### src/rtl/dcv_pkg.sv
package dcv_pkg;
  localparam int unsigned BYTE_W    = 8;
  localparam int unsigned FIELD_CNT = 5;
  localparam int unsigned IDX_W     = $clog2(FIELD_CNT);

  typedef enum logic [1:0] {
    ERR_NONE = 2'd0,
    ERR_CHAN = 2'd1,
    ERR_ADDR = 2'd2
  } err_e;

  typedef enum logic [2:0] {
    OP_NOP, OP_SEEK, OP_FORMAT, OP_RECAL,
    OP_READ, OP_VERIFY, OP_WRITE, OP_WRDEL
  } op_e;

  typedef struct packed {
    logic [BYTE_W-1:0] chan;
    logic [BYTE_W-1:0] instr;
    logic [BYTE_W-1:0] count;
    logic [BYTE_W-1:0] track;
    logic [BYTE_W-1:0] sector;
  } blk_t;
endpackage

### src/rtl/dcv_loader.sv
module dcv_loader
  import dcv_pkg::*;
#(
  parameter int unsigned NB = FIELD_CNT,
  parameter int unsigned W  = BYTE_W
) (
  input  logic          clk,
  input  logic          rst_n,
  input  logic          in_valid,
  input  logic [W-1:0]  in_byte,
  output logic          in_ready,
  output logic          full,
  output logic [NB*W-1:0] bytes_flat
);
  localparam int unsigned CW = (NB > 1) ? $clog2(NB) : 1;
  localparam logic [CW-1:0] LAST = CW'(NB-1);

  logic [CW-1:0] cnt_q, cnt_d;
  logic          full_d;
  logic          take;

  assign in_ready = rst_n & ~full;
  assign take     = in_valid & in_ready;

  always_comb begin
    cnt_d  = cnt_q;
    full_d = 1'b0;
    if (take) begin
      if (cnt_q == LAST) begin
        cnt_d  = '0;
        full_d = 1'b1;
      end else begin
        cnt_d = cnt_q + 1'b1;
      end
    end
  end

  always_ff @(posedge clk or negedge rst_n) begin
    if (!rst_n) begin
      cnt_q <= '0;
      full  <= 1'b0;
    end else begin
      cnt_q <= cnt_d;
      full  <= full_d;
    end
  end

  for (genvar i = 0; i < NB; i++) begin : g_byte
    logic         wr_en;
    logic [W-1:0] q;
    assign wr_en = take & (cnt_q == CW'(i));
    always_ff @(posedge clk or negedge rst_n) begin
      if (!rst_n)     q <= '0;
      else if (wr_en) q <= in_byte;
    end
    assign bytes_flat[i*W +: W] = q;
  end

  p_cnt_bound_r1: assert property (@(posedge clk) disable iff (!rst_n)
    cnt_q <= LAST);
  p_full_single_r1: assert property (@(posedge clk) disable iff (!rst_n)
    full |=> !full);
  p_idle_hold_r12: assert property (@(posedge clk) disable iff (!rst_n)
    !in_valid |=> $stable(cnt_q));
endmodule

### src/rtl/dcv_checker.sv
module dcv_checker
  import dcv_pkg::*;
#(
  parameter int unsigned     W           = BYTE_W,
  parameter logic [W-1:0]    CHAN_MASK   = 8'h3F,
  parameter logic [W-1:0]    SECTOR_MASK = 8'h9F,
  parameter logic [W-1:0]    MAX_TRACK   = 8'h4C,
  parameter logic [W-1:0]    MAX_SECTOR  = 8'h1A
) (
  input  logic [W-1:0] chan,
  input  logic [2:0]   op_field,
  input  logic [W-1:0] count,
  input  logic [W-1:0] track,
  input  logic [W-1:0] sector,
  output err_e         err,
  output op_e          op,
  output logic [W-1:0] msec
);
  localparam logic [W:0] SPAN_LIMIT = {1'b0, MAX_SECTOR} + 1'b1;

  logic       chan_bad, need_addr, trk_bad, sec_bad, span_bad;
  logic [W:0] span;

  always_comb begin
    op        = op_e'(op_field);
    chan_bad  = |(chan & CHAN_MASK);
    need_addr = (op == OP_SEEK) | op_field[2];
    msec      = sector & SECTOR_MASK;
    trk_bad   = track > MAX_TRACK;
    sec_bad   = (msec == '0) | (msec > MAX_SECTOR);
    span      = {1'b0, msec} + {1'b0, count};
    span_bad  = span > SPAN_LIMIT;
    if (chan_bad)                                     err = ERR_CHAN;
    else if (need_addr & (trk_bad | sec_bad | span_bad)) err = ERR_ADDR;
    else                                              err = ERR_NONE;
  end
endmodule

### src/rtl/dcv_drive_sel.sv
module dcv_drive_sel #(
  parameter int unsigned DRV_BITS = 4
) (
  input  logic [1:0] drv_field,
  output logic [7:0] drive_ctl
);
  localparam int unsigned SEL_W   = $clog2(DRV_BITS);
  localparam logic        AUTO_WT = 1'b1;
  localparam logic        MOTOR   = 1'b1;
  localparam logic        SINGLE  = 1'b1;

  logic [SEL_W-1:0]    idx;
  logic [DRV_BITS-1:0] sel;

  assign idx = (drv_field == 2'b11) ? SEL_W'(1) : SEL_W'(0);

  for (genvar i = 0; i < DRV_BITS; i++) begin : g_sel
    assign sel[i] = (idx == SEL_W'(i));
  end

  assign drive_ctl = {AUTO_WT, 1'b0, MOTOR, SINGLE, sel};
endmodule

### src/rtl/cmd_block_validator.sv
module cmd_block_validator
  import dcv_pkg::*;
(
  input  logic        clk,
  input  logic        rst_n,
  input  logic        in_valid,
  input  logic [7:0]  in_byte,
  output logic        in_ready,
  output logic        done,
  output logic        accept,
  output logic [1:0]  err_code,
  output logic [2:0]  op_code,
  output logic [7:0]  drive_ctl,
  output logic [7:0]  start_sector,
  output logic [7:0]  rec_count
);
  logic [1:0] rst_sync;
  logic       rst_int_n;

  always_ff @(posedge clk or negedge rst_n) begin
    if (!rst_n) rst_sync <= 2'b00;
    else        rst_sync <= {rst_sync[0], 1'b1};
  end
  assign rst_int_n = rst_sync[1];

  logic [FIELD_CNT*BYTE_W-1:0] flat;
  logic                        full;
  blk_t                        blk;
  err_e                        err;
  op_e                         op;
  logic [BYTE_W-1:0]           msec;
  logic                        unused_instr_bits;

  dcv_loader #(.NB(FIELD_CNT), .W(BYTE_W)) u_load (
    .clk(clk), .rst_n(rst_int_n), .in_valid(in_valid), .in_byte(in_byte),
    .in_ready(in_ready), .full(full), .bytes_flat(flat)
  );

  assign blk.chan   = flat[0*BYTE_W +: BYTE_W];
  assign blk.instr  = flat[1*BYTE_W +: BYTE_W];
  assign blk.count  = flat[2*BYTE_W +: BYTE_W];
  assign blk.track  = flat[3*BYTE_W +: BYTE_W];
  assign blk.sector = flat[4*BYTE_W +: BYTE_W];
  assign unused_instr_bits = ^{blk.instr[7:6], blk.instr[3]};

  dcv_checker #(.W(BYTE_W)) u_chk (
    .chan(blk.chan), .op_field(blk.instr[2:0]), .count(blk.count),
    .track(blk.track), .sector(blk.sector),
    .err(err), .op(op), .msec(msec)
  );

  dcv_drive_sel #(.DRV_BITS(4)) u_drv (
    .drv_field(blk.instr[5:4]), .drive_ctl(drive_ctl)
  );

  assign done         = full;
  assign err_code     = full ? err : ERR_NONE;
  assign accept       = full & (err == ERR_NONE);
  assign op_code      = op;
  assign start_sector = msec;
  assign rec_count    = blk.count;

  p_done_single_r1: assert property (@(posedge clk) disable iff (!rst_int_n)
    done |=> !done);
  p_ready_after_r1: assert property (@(posedge clk) disable iff (!rst_int_n)
    done |=> in_ready);
  p_chan_first_r2: assert property (@(posedge clk) disable iff (!rst_int_n)
    (done && (blk.chan[5:0] != 6'd0)) |-> (err_code == 2'd1 && !accept));
  p_skip_ops_r4: assert property (@(posedge clk) disable iff (!rst_int_n)
    (done && blk.chan[5:0] == 6'd0 &&
     (blk.instr[2:0] == 3'd0 || blk.instr[2:0] == 3'd2 || blk.instr[2:0] == 3'd3))
    |-> accept);
  p_sector_mask_r6: assert property (@(posedge clk) disable iff (!rst_int_n)
    done |-> (start_sector[6:5] == 2'b00));
  p_drive_onehot_r9: assert property (@(posedge clk) disable iff (!rst_int_n)
    done |-> ($countones(drive_ctl[3:0]) == 1 && drive_ctl[7:4] == 4'hB));
  p_accept_clean_r10: assert property (@(posedge clk) disable iff (!rst_int_n)
    accept |-> (done && err_code == 2'd0));
endmodule

### config.mk
export PLATFORM = sky130hd
export DESIGN_NAME = cmd_block_validator
export DESIGN_NICKNAME = d
export VERILOG_FILES = /design/src/rtl/dcv_pkg.sv /design/src/rtl/dcv_loader.sv /design/src/rtl/dcv_checker.sv /design/src/rtl/dcv_drive_sel.sv /design/src/rtl/cmd_block_validator.sv
export SDC_FILE = /design/constraint.sdc
export NUM_CORES = 1
export LEC_CHECK = 0
export BUFFER_PORTS_ARGS = -buffer_cell sky130_fd_sc_hd__buf_2
export CAP_MARGIN = 10
export CORE_UTILIZATION = 30
export DETAILED_ROUTE_END_ITERATION = 8
export PLACE_DENSITY = 0.57
export SYNTH_ARGS = -nofsm -noshare
export SYNTH_HDL_FRONTEND = slang
export SYNTH_HIERARCHICAL = 1
export SYNTH_SLANG_ARGS = --single-unit
### constraint.sdc
create_clock -name clk -period 2.4 [get_ports clk]
set_input_delay 0.24 -clock clk [delete_from_list [all_inputs] [get_ports clk]]
set_output_delay 0.24 -clock clk [all_outputs]
set_load 0.1 [all_outputs]
## Word level (Yosys, flattened, before mapping)

Index checks and enable logic that the tools add are counted.

- Add/subtract/negate cells: 2
- Bitwise logic cells: 14
- Mux-type cells: 7
- Reductions and logical operators: 5
- Equal/unequal tests: 9
- $lt $le $gt $ge: 3

Operators by type and width:

| operator | count |
|---|---|
| $add 8x8->9 | 1 |
| $and 1x1->1 | 9 |
| $gt 9x5->1 const B | 1 |
| $gt 8x5->1 const B | 1 |
| $gt 8x7->1 const B | 1 |
| $logic_not 8->1 | 1 |
| $eq 2x2->1 const B | 3 |
| $eq 3x1->1 const B | 2 |
| $eq 3x2->1 const B | 2 |
| $mux 2 | 3 |
| $reduce_or 6->1 | 1 |
| $logic_not 2->1 | 2 |
| $or 1x1->1 | 4 |
| $add 3x1->3 const B | 1 |
| $eq 3x3->1 const B | 1 |
| $logic_not 3->1 | 1 |
| $mux 1 | 3 |
| $mux 3 | 1 |
| $eq 2x1->1 const B | 1 |
| $not 1->1 | 1 |

- Word-level logic and storage cells: 48
- Bits of input ports: 11
- Flip-flop bits (word level): 42
- Output and inout port bits: 32

## Logic depth before layout (Yosys ltp)

- Word-level depth: 9
- Mapped depth: 7

## Cells and area by module

The synthesis kept the hierarchy.

By module, submodules not included:

| module | area each (um^2) | times used | cells an instance |
|---|---|---|---|
| dcv_loader | 1765.4 | 1 | 108 |
| dcv_checker | 384.1 | 1 | 54 |
| cmd_block_validator | 80.1 | 1 | 6 |
| dcv_drive_sel | 62.6 | 1 | 10 |

## Worst setup path before layout

OpenSTA, ideal clock, no wires.

- Path kind: flip-flop to output port
- Start: register u_load.g_byte[2].q[0]
- End: output accept
- Path slack: -1066 ps
- Cell stages (with the launch flop): 8
- Data required time: 2160 ps
- Arrival: 3226 ps
- Buffers on the path: 0
- Cells stage by stage: dfrtp_1 > ha_1 > fa_1 > a21oi_1 > o21ai_0 > mux2i_1 > a31oi_1 > nor3b_2

- Word-level cells in the longest chain between the ends: 8

RTL lines:

| element | RTL line | RTL |
|---|---|---|
| start: declaration | dcv_loader.sv:50 | `logic [W-1:0] q;` |
| start signal: assignment | dcv_loader.sv:54 | `else if (wr_en) q <= in_byte;` |
| $add 8x8->9 | dcv_checker.sv:31 | `span = {1'b0, msec} + {1'b0, count};` |
| $gt 9x5->1 | dcv_checker.sv:32 | `span_bad = span > SPAN_LIMIT;` |
| $or 1x1->1 | dcv_checker.sv:34 | `else if (need_addr & (trk_bad \| sec_bad \| span_bad)) err = ERR_ADDR;` |
| $and 1x1->1 | dcv_checker.sv:34 |  |
| $mux 2 | dcv_checker.sv:34 |  |
| $mux 2 | dcv_checker.sv:33 | `if (chan_bad) err = ERR_CHAN;` |
| via err[1] | cmd_block_validator.sv:29 | `err_e err;` |
| $logic_not 2->1 | cmd_block_validator.sv:58 | `assign accept = full & (err == ERR_NONE);` |
| $and 1x1->1 | cmd_block_validator.sv:58 |  |
| end: declaration | cmd_block_validator.sv:10 | `output logic accept,` |

The timed path passes the listed nets, and every way through them passes these cells.

## Worst setup path in the final report

Same ends and word-level chain as after synthesis.

==> flow_summary.toml <==
[clock_network]
htree_levels = 2
cts.sinks = 39
clockBufferDepth = 2
cts_made_buffers = 5
cts_tree = "done"
clk_pin_slew_ns = 0.08
cts-root-buf = "clkbuf_8"
clk_latency_ns = 0.29

[layout]
fillCellCount = 659
fin_area_um2 = 2470
syn2layout_area_growth_pct = 21.2
drive_above_1_share_pct = 53.5
final_nets = 224
insertedDiodeCount = 0

[global_routing]
grt_pass1_wl_mm = 6.58
grt_pass1_vias = 1326
antenna_found_initial = 0
grt_util_met2_pct = 20.1
track_usage_pct = 12.2
busiest_layer = "met2"
grt_max_degree = 38
grt_overflow = 0
met3_usage_pct = 3.24
met1_usage_pct = 15.2

[setup_path]
cp_max_fo = 3
crit_chain = "ha_4 -> fa_2 -> a21oi_2 -> o21ai_1 -> mux2i_1 -> a31oi_2 -> buf_4 -> nor3b_4 -> buf_12"
slowest_stage = "dfrtp_4"
critPathKind = "reg2out"
start_kind = "flop"
crit_path_max_incr_delay_ns = 0.49
end_kind = "output pin"
critPathArrivalTime_ns = 2.39
required_ns = 2.16
crit_family = "adder cells"
cp_num_buf_inv = 2

[synth]
synthesis.area_um2 = 2040
syn_inst = 164
synth_warnings = 6
syn_area_per_cell_um2 = 12.4

[flow_run]
maxCapViolations = 0

[sta]
setup_violations = 2
hold_ws_ns = 0.203
finalCriticalPeriod_ns = 2.63
clock_skew_ns = 0.00983
maxSlewViolCount = 0
timing_hold_violations_final = 0
timing.fmax_mhz = 380
rsz0062_at_grt = "yes"
finalCritPeriodShare_pct = 110
worst_slack_ns = -0.233

[detailed_routing]
wl_per_cell_um = 14.5
drtAntennaViolNets = 0
first_pass_iters = 8
via_per_inst = 4.65
drcViolationCount = 10
dr.first_iter.drc_count = 69
wl_mm = 4.05
via_count = 1296

[placement]
portBuffers = 34
gp_congestion = 0.802
dp_hpwl_mm = 3.02
place_area_um2 = 2330

[outcome]
status = "finished with violations"
violations = "design-rule violations, negative setup slack"

[floorplanning]
die_x_um = 84.4
dieHeight_um = 84.4
coreArea_um2 = 6460
ios = 43
initial_core_util_pct = 31.6
fp.dieArea_um2 = 7130
rows = 29

[min_path]
hold_path.class = "in2reg"
## state kept, by name, summed over array words and instances (netlist names)
| signal | count |
|---|---|
| rst_sync | 2 |
| u_load/cnt_q | 3 |
| u_load/full | 1 |
| u_load/g_byte.q | 33 |
## path summary, 6_finish.rpt
| check | startpoint | to | slack (ns) | cells after the start |
|---|---|---|---|---|
| setup / recovery | u_load/g_byte[2].q[0]$_DFFE_PN0P_ | accept | -0.23 | 9 |
| hold / removal | in_byte[6] | u_load/g_byte[2].q[6]$_DFFE_PN0P_ | 0.20 | 2 |
| setup reg to reg | u_load/cnt_q[0]$_DFFE_PN0P_ | u_load/g_byte[4].q[4]$_DFFE_PN0P_ | 0.70 | 5 |
| hold reg to reg | rst_sync[0]$_DFF_PN0_ | rst_sync[1]$_DFF_PN0_ | 0.35 | 0 |
| max in group asynchronous | rst_sync[1]$_DFF_PN0_ | u_load/g_byte[2].q[0]$_DFFE_PN0P_ | 1.64 | 1 |
| min in group asynchronous | rst_n | rst_sync[1]$_DFF_PN0_ | 0.25 | 2 |
## routing by layer
layer | vias up | wire, um | part of all wire [%]
met3 | 7 | 201 | 5.0
met5 | - | 0 | 0
met2 | 33 | 1930 | 48
li1 | 624 | - | -
met4 | 0 | 89 | 2.2
met1 | 632 | 1830 | 45
## through the flow
stage,setup WS (ns),std cells,util [%],setup TNS [ns]
final,-0.233,279,38.3,-0.454
after global routing,-0.360,279,38.3,-0.657
after CTS,-0.255,279,38.0,-0.499
after detailed placement,0.0517,268,36.0,0
after global placement,0.0600,268,36.0,0
after floorplan,-0.349,169,-,-0.476
## area by class of cell
| cell class | instances | area [um2] | area share [%] |
|---|---|---|---|
| well taps | 77 | 96.3 | 3.90 |
| inverters | 5 | 18.8 | 0.759 |
| flip-flops and latches | 39 | 995 | 40.3 |
| clock buffers | 8 | 80.1 | 3.24 |
| repair buffers | 44 | 278 | 11.2 |
| multi-input cells | 106 | 1000 | 40.6 |
## layout by cell type (no fill, tap or decap), types with 4 or more instances in the layout
cell type and n:
mux2_2 33, buf_2 32, dfrtp_1 32, buf_4 9, conb_1 9, nand2_1 7, ha_1 7, clkbuf_8 5
inv_1 5, nor2_1 4, ha_4 4, dfrtp_4 4
## repair_timing
action,4_1_cts,5_1_grt
endpoints found under the setup margin,2,2
gates resized for setup,4,3
pin swaps,1,1
hold buffers,1,0
buffers inserted,2,0
endpoints found under the hold margin,2,0
Power is not shown: default switching activity piles up to over one toggle a cycle in this logic, so the estimate is an artifact.
